File: config.mk
export PLATFORM = sky130hd
export DESIGN_NAME = cordic_engine
export DESIGN_NICKNAME = d
export VERILOG_FILES = /design/src/rtl/cordic_pkg.sv /design/src/rtl/cordic_angle_rom.sv /design/src/rtl/cordic_microrot.sv /design/src/rtl/cordic_seq.sv /design/src/rtl/cordic_engine.sv
export SDC_FILE = /design/constraint.sdc
export NUM_CORES = 1
export LEC_CHECK = 0
export ABC_AREA = 0
export BUFFER_PORTS_ARGS = -buffer_cell sky130_fd_sc_hd__buf_4
export CORE_ASPECT_RATIO = 0.75
export CORE_MARGIN = 1.5
export CORE_UTILIZATION = 29
export CTS_CLUSTER_SIZE = 28
export DETAILED_ROUTE_END_ITERATION = 10
export PLACE_DENSITY = 0.45
export SLEW_MARGIN = 20
export SYNTH_ARGS = -nofsm -noshare
export SYNTH_HDL_FRONTEND = slang
export SYNTH_SLANG_ARGS = --single-unit
File: constraint.sdc
create_clock -name clk -period 6.7 [get_ports clk]
set_clock_uncertainty 0.2 [all_clocks]
set_input_delay 0.335 -clock clk [delete_from_list [all_inputs] [get_ports clk]]
set_output_delay 0.335 -clock clk [all_outputs]
set_load 0.02 [all_outputs]
File: src/rtl/cordic_pkg.sv
package cordic_pkg;
  localparam int DW     = 16;
  localparam int FW     = 14;
  localparam int NITER  = 14;
  localparam int IW     = $clog2(NITER);
  localparam int REP_LO = 4;

  typedef enum logic [1:0] {
    CS_CIRC  = 2'b00,
    CS_LIN   = 2'b01,
    CS_HYP   = 2'b10,
    CS_SPARE = 2'b11
  } coord_e;

  typedef logic signed [DW-1:0] word_t;

  typedef struct packed {
    word_t x;
    word_t y;
    word_t z;
  } triple_t;

  function automatic coord_e norm_coord(input logic [1:0] c);
    return (c == CS_SPARE) ? CS_CIRC : coord_e'(c);
  endfunction

  function automatic word_t add_sub(input word_t a, input word_t b, input logic sub);
    return sub ? word_t'(a - b) : word_t'(a + b);
  endfunction

  function automatic word_t atan_q(input logic [IW-1:0] i);
    case (i)
      4'd0:    return 16'sd12868;
      4'd1:    return 16'sd7596;
      4'd2:    return 16'sd4014;
      4'd3:    return 16'sd2037;
      4'd4:    return 16'sd1023;
      4'd5:    return 16'sd512;
      default: return word_t'(16'h4000 >> i);
    endcase
  endfunction

  function automatic word_t atanh_q(input logic [IW-1:0] i);
    case (i)
      4'd1:    return 16'sd9000;
      4'd2:    return 16'sd4185;
      4'd3:    return 16'sd2059;
      4'd4:    return 16'sd1025;
      4'd5:    return 16'sd512;
      4'd0:    return 16'sd0;
      default: return word_t'(16'h4000 >> i);
    endcase
  endfunction
endpackage

File: src/rtl/cordic_angle_rom.sv
module cordic_angle_rom
  import cordic_pkg::*;
(
  input  coord_e          coord,
  input  logic [IW-1:0]   idx,
  output word_t           angle
);
  always_comb begin
    case (coord)
      CS_LIN:  angle = word_t'(16'h4000 >> idx);
      CS_HYP:  angle = atanh_q(idx);
      default: angle = atan_q(idx);
    endcase
  end
endmodule

File: src/rtl/cordic_microrot.sv
module cordic_microrot
  import cordic_pkg::*;
(
  input  coord_e          coord,
  input  logic            vec,
  input  logic [IW-1:0]   idx,
  input  triple_t         cur,
  input  word_t           angle,
  output triple_t         nxt,
  output logic            dir_neg
);
  word_t xs, ys;

  always_comb begin
    xs      = cur.x >>> idx;
    ys      = cur.y >>> idx;
    dir_neg = vec ? ~cur.y[DW-1] : cur.z[DW-1];
    nxt.y   = add_sub(cur.y, xs, dir_neg);
    nxt.z   = add_sub(cur.z, angle, ~dir_neg);
    case (coord)
      CS_LIN:  nxt.x = cur.x;
      CS_HYP:  nxt.x = add_sub(cur.x, ys, dir_neg);
      default: nxt.x = add_sub(cur.x, ys, ~dir_neg);
    endcase
  end
endmodule

File: src/rtl/cordic_seq.sv
module cordic_seq
  import cordic_pkg::*;
(
  input  logic            clk,
  input  logic            rst_n,
  input  logic            start,
  input  coord_e          coord_in,
  output logic            load,
  output logic            busy,
  output logic            done,
  output logic [IW-1:0]   idx,
  output coord_e          coord_act
);
  localparam logic [IW-1:0] LAST_IDX = IW'(NITER - 1);
  localparam logic [IW-1:0] REP_IDX  = IW'(REP_LO);

  logic rep;
  logic last;
  logic want_rep;

  assign load     = start & ~busy;
  assign want_rep = (coord_act == CS_HYP) && !rep && (idx == REP_IDX || idx == LAST_IDX);
  assign last     = (idx == LAST_IDX) && ((coord_act != CS_HYP) || rep);

  always_ff @(posedge clk or negedge rst_n) begin
    if (!rst_n) begin
      busy      <= 1'b0;
      done      <= 1'b0;
      idx       <= '0;
      rep       <= 1'b0;
      coord_act <= CS_CIRC;
    end else begin
      done <= 1'b0;
      if (load) begin
        busy      <= 1'b1;
        coord_act <= coord_in;
        idx       <= (coord_in == CS_HYP) ? IW'(1) : '0;
        rep       <= 1'b0;
      end else if (busy) begin
        if (last) begin
          busy <= 1'b0;
          done <= 1'b1;
        end else if (want_rep) begin
          rep <= 1'b1;
        end else begin
          idx <= idx + 1'b1;
          rep <= 1'b0;
        end
      end
    end
  end
endmodule

File: src/rtl/cordic_engine.sv
module cordic_engine
  import cordic_pkg::*;
(
  input  logic        clk,
  input  logic        rst_n,
  input  logic        start,
  input  logic        vec_mode,
  input  logic [1:0]  coord_sel,
  input  logic [15:0] x_in,
  input  logic [15:0] y_in,
  input  logic [15:0] z_in,
  output logic        busy,
  output logic        done,
  output logic [15:0] x_out,
  output logic [15:0] y_out,
  output logic [15:0] z_out
);
  coord_e          coord_in;
  coord_e          coord_act;
  logic            load;
  logic [IW-1:0]   shift_idx;
  word_t           angle;
  triple_t         state_q;
  triple_t         state_nxt;
  logic            vec_q;
  logic            dir_neg;

  assign coord_in = norm_coord(coord_sel);

  cordic_seq u_seq (
    .clk       (clk),
    .rst_n     (rst_n),
    .start     (start),
    .coord_in  (coord_in),
    .load      (load),
    .busy      (busy),
    .done      (done),
    .idx       (shift_idx),
    .coord_act (coord_act)
  );

  cordic_angle_rom u_rom (
    .coord (coord_act),
    .idx   (shift_idx),
    .angle (angle)
  );

  cordic_microrot u_step (
    .coord   (coord_act),
    .vec     (vec_q),
    .idx     (shift_idx),
    .cur     (state_q),
    .angle   (angle),
    .nxt     (state_nxt),
    .dir_neg (dir_neg)
  );

  always_ff @(posedge clk or negedge rst_n) begin
    if (!rst_n) begin
      state_q <= '0;
      vec_q   <= 1'b0;
    end else if (load) begin
      state_q <= '{x: word_t'(x_in), y: word_t'(y_in), z: word_t'(z_in)};
      vec_q   <= vec_mode;
    end else if (busy) begin
      state_q <= state_nxt;
    end
  end

  assign x_out = state_q.x;
  assign y_out = state_q.y;
  assign z_out = state_q.z;
endmodule

# == Word level (Yosys, flattened, before mapping) ==
# Index checks and enable logic that the tools add are counted.
# word_totals
regBits,58
latch_bits,0
mem_bits_rw,0
rom_bits,0
out_inout_bits,50
elab_cells,74
mem_count,0
# op_classes
addsub,7
n_mul,0
div_mod_pow,0
magnitude_cmp,0
eq_ne,14
shift,3
muxes,27
bitwise_logic,3
n_reduce_logical,11
# ops
cell,n
one-hot mux 16 bit (6 select lines),2
2-to-1 mux 48 bit,2
2-to-1 mux 16 bit,4
one-hot mux 16 bit (2 select lines),2
adder 16 bit,3
subtractor 16 bit,3
>>> shifter 16 x 4 -> 16 bit,2
2-to-1 mux 4 bit,4
">> shifter 15 x 4 -> 16 bit, first input constant",1
2-to-1 mux 1 bit,12
"equality test 4 x 2 -> 1 bit, second input constant",2
"equality test 4 x 3 -> 1 bit, second input constant",2
"inequality test 2 bit, second input constant",4
"equality test 2 bit, second input constant",3
"adder 4 x 1 -> 4 bit, second input constant",1
"equality test 4 x 1 -> 1 bit, second input constant",1
"equality test 4 bit, second input constant",1
logical NOT 4 bit,1
AND reduction 2 bit,2
logical AND 1 bit,3
AND reduction 3 bit,1
"equality test 2 x 1 -> 1 bit, second input constant",1
logical OR 1 bit,2
2-to-1 mux 2 bit,1
4 further kinds,5

# == Depth between registers and ports, before layout ==
# Gate-level depths: netlist of run 1.
# depth
depth_word,7
depth_mapped,25
ltp_nobuf,20

# == By module ==
# A second synthesis of run 1 with hierarchy kept.
# unflattened
hier_cells,1058
area_unflattened_um2,8341.8
# by_module_without_submodules
module,n_inst,cells_each,area_per_inst_um2,seq_area_each_um2
cordic_microrot,1,700,5007.3,0.0
cordic_engine,1,213,2294.7,1226.2
cordic_angle_rom,1,99,588.1,0.0
cordic_seq,1,46,451.7,225.2

# == Worst setup path after synthesis of run 1 ==
# Ideal clock, no wire load.
# synth_timing
kind,reg2reg
from,reg u_seq.idx[1]
to,reg state_q (netlist bit z_out[15])
setup_ns,0.137
t_arrival_ns,4.934
path_slack_ns,1.429
path_stages_with_launch,26
period_less_slack_ns,5.271
cell_sequence,dfrtp_1 buf_2 buf_2 inv_1 clkbuf_1 buf_1 ha_1 clkbuf_1 mux2_2 a22oi_1 o32a_1 ha_1 nand2_1 nor2_1 a21oi_1 xor2_1 ha_1 a2111o_1 a311o_1 nand2_1 o211ai_1 a21o_1 a21oi_1 o21ai_0 xnor2_1 a21oi_1
# synth_between
elab_chain_len,7
word_cells_on_any_way,15
# synth_rtl
element,line_no,rtl
"start, declared",cordic_seq.sv:11,"output logic [IW-1:0] idx,"
"start signal, assigned",cordic_seq.sv:37,idx <= (coord_in == CS_HYP) ? IW'(1) : '0;
"start signal, assigned",cordic_seq.sv:46,idx <= idx + 1'b1;
">> shifter 15 x 4 -> 16 bit, or another cell as far along","cordic_pkg.sv:39, cordic_pkg.sv:51, cordic_angle_rom.sv:10",
"one-hot mux 16 bit (6 select lines), on equally long branches","cordic_pkg.sv:32, cordic_pkg.sv:44",
one-hot mux 16 bit (2 select lines) *,cordic_angle_rom.sv:9,case (coord)
subtractor 16 bit / adder 16 bit (equally long branches),cordic_pkg.sv:28,return sub ? word_t'(a - b) : word_t'(a + b);
2-to-1 mux 16 bit *,cordic_pkg.sv:28,
2-to-1 mux 48 bit *,cordic_engine.sv:65,end else if (busy) begin
2-to-1 mux 48 bit *,cordic_engine.sv:62,end else if (load) begin
"end signal, assigned",cordic_engine.sv:63,"state_q <= '{x: word_t'(x_in), y: word_t'(y_in), z: word_t'(z_in)};"
"end signal, assigned",cordic_engine.sv:66,state_q <= state_nxt;
"end, declared",cordic_engine.sv:23,triple_t state_q;
# Every way passes the cells marked *; elsewhere a longest branch is shown, timed or not. The select of a mux whose other input is x is not followed.
# A chain may end at the register's enable or synchronous reset.

# == Worst setup path after layout of run 1 ==
# layout_timing
from,reg u_seq.idx[3]
to,reg state_q (netlist bit z_out[15])
# Same word-level chain as after synthesis.

==> results of run 1 <==
[what timing repair did]
action,CTS,global route
hold buffers,10,0
gates resized for setup,0,0
endpoints found under the hold margin,67,0
endpoints found under the setup margin,0,0
[layout by cell type, fill, tap and decap left out, types with 16 or more instances in the layout]
| master | instances |
|---|---|
| buf_4 | 116 |
| nand2_1 | 102 |
| nor2_1 | 91 |
| o21ai_0 | 86 |
| a21oi_1 | 85 |
| ha_1 | 74 |
| dfrtp_1 | 55 |
| inv_1 | 54 |
| mux2i_1 | 50 |
| xnor2_1 | 49 |
| a31oi_1 | 21 |
| xor2_1 | 19 |
| a211oi_1 | 16 |
[kinds of logic after synthesis]
group,count (synthesis),share of synthesized area
XOR/XNOR,69,0.07380
buffers and inverters,118,0.06188
adder cells (fa/ha/maj),78,0.1228
AO/OA/AOI/OAI,340,0.2704
AND/OR/NAND/NOR,296,0.1693
multiplexers,81,0.1245
flip-flops,58,0.1772
[per-layer routing]
layer | vias up | share of wire
met3 | 18 | 0.046
li1 | 3946 | -
met1 | 3886 | 0.52
met2 | 200 | 0.43
met5 | - | 0
met4 | 0 | 0.011
[area by class of cell]
class | count | area (sq um) | area share
multi-input combinational | 864 | 6245 | 0.6482
sequential | 58 | 1455 | 0.1510
timing repair buffer | 126 | 970.9 | 0.1008
tap | 385 | 481.7 | 0.05000
clock buffer | 13 | 260.3 | 0.02701
inverter | 55 | 206.4 | 0.02143
clock inverter | 3 | 15.01 | 0.001558
[worst max-delay path, cell delays in order (launching register included)]
cell,delay (ns)
dfrtp_2,0.73
nor2_1,0.86
a21oi_1,0.15
o32a_1,0.36
ha_1,0.22
nand2_1,0.08
nor2_1,0.07
a21oi_1,0.19
xor2_1,0.23
ha_1,0.28
a2111o_1,0.40
a311o_1,0.32
nand2_1,0.12
o211ai_1,0.14
a21o_1,0.19
a21oi_1,0.23
o21ai_0,0.19
xnor2_1,0.17
a21oi_1,0.08
[flip-flops by register name, indices dropped and copies added, names as in the netlist]
register and flops:
x_out 16, y_out 16, z_out 16, u_seq.idx 4, u_seq.coord_act 2, u_seq.busy 1, u_seq.done 1, u_seq.rep 1
vec_q 1
[through the flow]
step	hold slack [ns]	cell area, sq um	util	worst slack, ns
final	0.02388	9634	0.3451	1.314
after global routing	0.02067	9634	0.3451	0.8709
after CTS	0.004295	9634	0.3451	1.375
after detailed placement	0.2903	9259	0.3316	1.390
after global placement	0.2875	9259	0.3316	1.437
after floorplan	-0.1606	8189	-	1.429
[worst paths after layout]
path,to
worst max-delay path,z_out[15]
min in group asynchronous,u_seq.idx[1]
max in group asynchronous,x_out[3]
worst max register to register,z_out[15]
worst min register to register,u_seq.rep
worst min-delay path,x_out[15]
==> impl_metrics.env, run 1 <==
export IMPL_min_period_ns=5.386
export IMPL_std_cell_rows=53
export IMPL_area_delta_synth_final_pct=17.65
export IMPL_outcome="finished, final reports clean"
export IMPL_cts_setup_buffers=0
export IMPL_clockBufferDepth=2
export IMPL_worstPathRequired_ns=6.70
export IMPL_maxSlewHeadroom=0.3449
export IMPL_hold_class="input port to flop"
export IMPL_drt_iter0_markers=586
export IMPL_rr_worst_depth=18
export IMPL_routedWlPerCell_microns=18.04
export IMPL_cp_end_kind="flop"
export IMPL_crit_fanout=54
export IMPL_track_usage=0.1895
export IMPL_final_hold_violation_count=0
export IMPL_grt_pass1_vias=7497
export IMPL_cts_sinks=58
export IMPL_drive_gt1_frac=0.1680
export IMPL_synth_edf_count=0
export IMPL_synthFlopType="dfrtp_1"
export IMPL_final_instance_count_excl_fill=1504
export IMPL_startpoint="u_seq.idx[3]"
export IMPL_first_pass_iters=5
export IMPL_totalWireLength_mm=27.13
export IMPL_synthesis_nets=1172
export IMPL_htree_levels=3
export IMPL_finalSetupTns_ns=0
export IMPL_antenna_found_initial=0
export IMPL_grt_pass1_wl_mm=43.38
export IMPL_die_x_microns=197.0
export IMPL_nNetsFinal=1246
export IMPL_path_clk_slew_ns=0.06
export IMPL_grt_use_met3=0.03129
export IMPL_setup_worst_path_class="flop to flop"
export IMPL_grt_max_degree=72
export IMPL_dp_cells=1478
export IMPL_syn_inst=1040
export IMPL_rsz0062_at_grt="no"
export IMPL_dr_total_vias=8050
export IMPL_r2r_start="u_seq.idx[3]"
export IMPL_drc=0
export IMPL_ant_nets=0
export IMPL_synth_warning_count=0
export IMPL_rrSetupSlack_ns=1.31
export IMPL_async_reset_ff_frac=1.000
export IMPL_synth_top_area_frac=0.1772
export IMPL_synth_cell_type_count=81
export IMPL_start_util=0.2933
export IMPL_place_congestion=0.8352
export IMPL_synth_area_leaders="dfrtp_1 (18%), ha_1 (11%), mux2i_1 (6.2%)"
export IMPL_numCtsBuffers=9
export IMPL_via_per_inst=5.352
export IMPL_use_met1=0.2912
export IMPL_holdCritStartpoint="x_in[15]"
export IMPL_fin_crit_sh=0.8038
export IMPL_slew_violations=0
export IMPL_grt_ovfl_total=0
export IMPL_synth_most_common_cell="nand2_1"
export IMPL_clock_fmax_mhz=185.7
export IMPL_cts_root_buf="clkbuf_16"
export IMPL_grt_busiest_layer="met1"
export IMPL_syn_avg_cell_area_sq_um=7.874
export IMPL_synth_commonest_cells="nand2_1 (102), nor2_1 (91), o21ai_0 (86), a21oi_1 (85), ha_1 (74)"
export IMPL_min_path_cells=3
export IMPL_dp_hpwl_mm=20.75
export IMPL_cts_tree="yes"
export IMPL_synth_area_leader_cell="dfrtp_1"
export IMPL_cap_violations=0
export IMPL_worst_pin_slew_ns=0.9806
export IMPL_startpoint_type="flop"
export IMPL_ys_seq_area_frac=0.1772
export IMPL_setup_violations=0
export IMPL_ios=104
export IMPL_synth_seq_cells=58
export IMPL_die_area_sq_um=29270
export IMPL_worstPathArrival_ns=5.38
export IMPL_grt_util_met2=0.2716
export IMPL_die_h_microns=148.5
export IMPL_core_area_sq_um=27920
export IMPL_diodes=0
export IMPL_n_fill_cell=2947
export IMPL_worstSkewPairLatency_ns=0.35
export IMPL_netlist_area_sq_um=8189
export IMPL_port_buffers=103
Power of run 1 is left out: the tool's default activity adds up to more than one toggle a clock period on the data nets, which glitch-free logic cannot reach.
==> inputs of run 2 (changes only) <==
Settings changed: PLACE_DENSITY 0.45 to 0.46.
Clock period 6.7 ns to 4.7 ns, I/O delays scaled along.
==> impl_metrics.env, run 2 (synthesized netlist as in run 1, its figures left out) <==
export IMPL_cts_sinks=58
export IMPL_hold_class="input port to flop"
export IMPL_startpoint_type="flop"
export IMPL_min_period_ns=4.498
export IMPL_start_util=0.2933
export IMPL_totalWireLength_mm=29.57
export IMPL_std_cell_rows=53
export IMPL_worstSkewPairLatency_ns=0.36
export IMPL_register_area_sq_um=1460
export IMPL_final_common_cell="buf_4"
export IMPL_area_delta_synth_final_pct=35.98
export IMPL_port_buffers=103
export IMPL_stdcell_area_sq_um=11140
export IMPL_setup_worst_path_class="flop to flop"
export IMPL_reg2reg_to="y_out[14]"
export IMPL_track_usage=0.2011
export IMPL_m1WireLength_mm=15.33
export IMPL_grt_pass1_wl_mm=45.44
export IMPL_n_fill_cell=2898
export IMPL_nNetsFinal=1368
export IMPL_min_to="y_out[8]"
export IMPL_die_area_sq_um=29270
export IMPL_dr_total_vias=8537
export IMPL_path_clk_slew_ns=0.06
export IMPL_die_x_microns=197.0
export IMPL_drt_iter0_markers=501
export IMPL_rrSetupSlack_ns=0.20
export IMPL_cts_root_buf="clkbuf_16"
export IMPL_drc=0
export IMPL_dp_hpwl_mm=22.07
export IMPL_outcome="finished, final reports clean"
export IMPL_cts_tree="yes"
export IMPL_final_instance_count_excl_fill=1626
export IMPL_maxSlewHeadroom=0.3424
export IMPL_via_per_inst=5.250
export IMPL_antenna_found_initial=0
export IMPL_final_cell_mix="buf_4 (192), nand2_1 (100), nor2_1 (90)"
export IMPL_wl_met3_mm=1.514
export IMPL_place_congestion=0.8832
export IMPL_grt_pass1_vias=8035
export IMPL_routedWlPerCell_microns=18.18
export IMPL_drive_gt1_frac=0.2627
export IMPL_cap_violations=0
export IMPL_core_area_sq_um=27920
export IMPL_dp_cells=1543
export IMPL_grt_ovfl_total=0
export IMPL_final_hold_violation_count=0
export IMPL_clock_fmax_mhz=222.3
export IMPL_crit_fanout=6
export IMPL_r2r_start="u_seq.idx[0]"
export IMPL_cp_end_kind="flop"
export IMPL_fin_crit_sh=0.9569
export IMPL_rr_worst_depth=20
export IMPL_grt_max_degree=72
export IMPL_worstPathArrival_ns=4.55
export IMPL_first_pass_iters=5
export IMPL_multi_input_area_sq_um=6561
export IMPL_holdCritStartpoint="y_in[8]"
export IMPL_worst_pin_slew_ns=0.9816
export IMPL_place_area_sq_um=9792
export IMPL_min_path_cells=3
export IMPL_numCtsBuffers=9
export IMPL_ios=104
export IMPL_routed_wl_met2_mm=12.27
export IMPL_slew_violations=0
export IMPL_die_h_microns=148.5
export IMPL_clockBufferDepth=2
export IMPL_setup_violations=0
export IMPL_ant_nets=0
export IMPL_worstPathRequired_ns=4.76
export IMPL_maxUsedRoutingLayer="met4"
export IMPL_htree_levels=3
export IMPL_diodes=0
-- run 2: metal layers --
layer  up-vias  global-route usage
met5         -                   0
met4         0             0.04733
met3        30             0.03447
met2       235              0.2882
met1      4095              0.3086
li1       4177                   -
-- run 2: critical path, stage by stage (launching register included) --
cell and delay (ns):
dfrtp_2 0.49, buf_12 0.17, buf_12 0.13, buf_4 0.13
mux4_2 0.33, nand2_2 0.08, a31oi_4 0.19, inv_1 0.06
ha_2 0.31, mux2i_1 0.09, buf_4 0.16, fa_1 0.42
a21o_1 0.17, a21oi_1 0.22, nor2b_1 0.08, o21a_1 0.21
o221ai_1 0.18, a41oi_1 0.22, a21oi_1 0.26, nor2_1 0.07
a311oi_1 0.21
-- run 2: metrics by stage --
step | hold WS [ns] | setup TNS [ns] | util | setup WS [ns]
final | 0.006434 | 0 | 0.3989 | 0.2025
after global routing | 0.02780 | -0.01511 | 0.3989 | -0.01511
after CTS | 0.003285 | 0 | 0.3809 | 0.03139
after detailed placement | 0.2311 | -0.01594 | 0.3507 | -0.01594
after global placement | 0.2240 | -0.04463 | 0.3507 | -0.04463
after floorplan | -0.2606 | 0 | - | 0.007747
-- run 2: area by class of cell --
cell class | instances | share of cell area
clock buffer | 12 | 0.02303
clock inverter | 4 | 0.008764
inverter | 55 | 0.01910
multi-input combinational | 864 | 0.5892
sequential | 58 | 0.1311
tap | 385 | 0.04326
timing repair buffer | 248 | 0.1855
-- run 2: worst max-delay path by stage --
stage,slack [ns],endpoint,cells after the start,start
finish,0.20,y_out[14],20,u_seq.idx[0]
global route,-0.02,z_out[15],20,u_seq.idx[1]
CTS,0.03,y_out[15],18,u_seq.idx[1]
detailed placement,-0.02,y_out[15],18,u_seq.idx[1]
global placement,-0.04,y_out[15],18,u_seq.idx[1]
floorplan,0.008,z_out[15],25,u_seq.idx[0]
-- run 2: repair_timing --
item / 4_1_cts / 5_1_grt
hold buffers: 48 / 0
pin swaps: 1 / 27
gates resized for setup: 1 / 71
endpoints found under the hold margin: 104 / 0
gates cloned: 0 / 2
setup buffers: 0 / 17
setup endpoints to repair: 1 / 13
Power of run 2 is left out for the same reason.
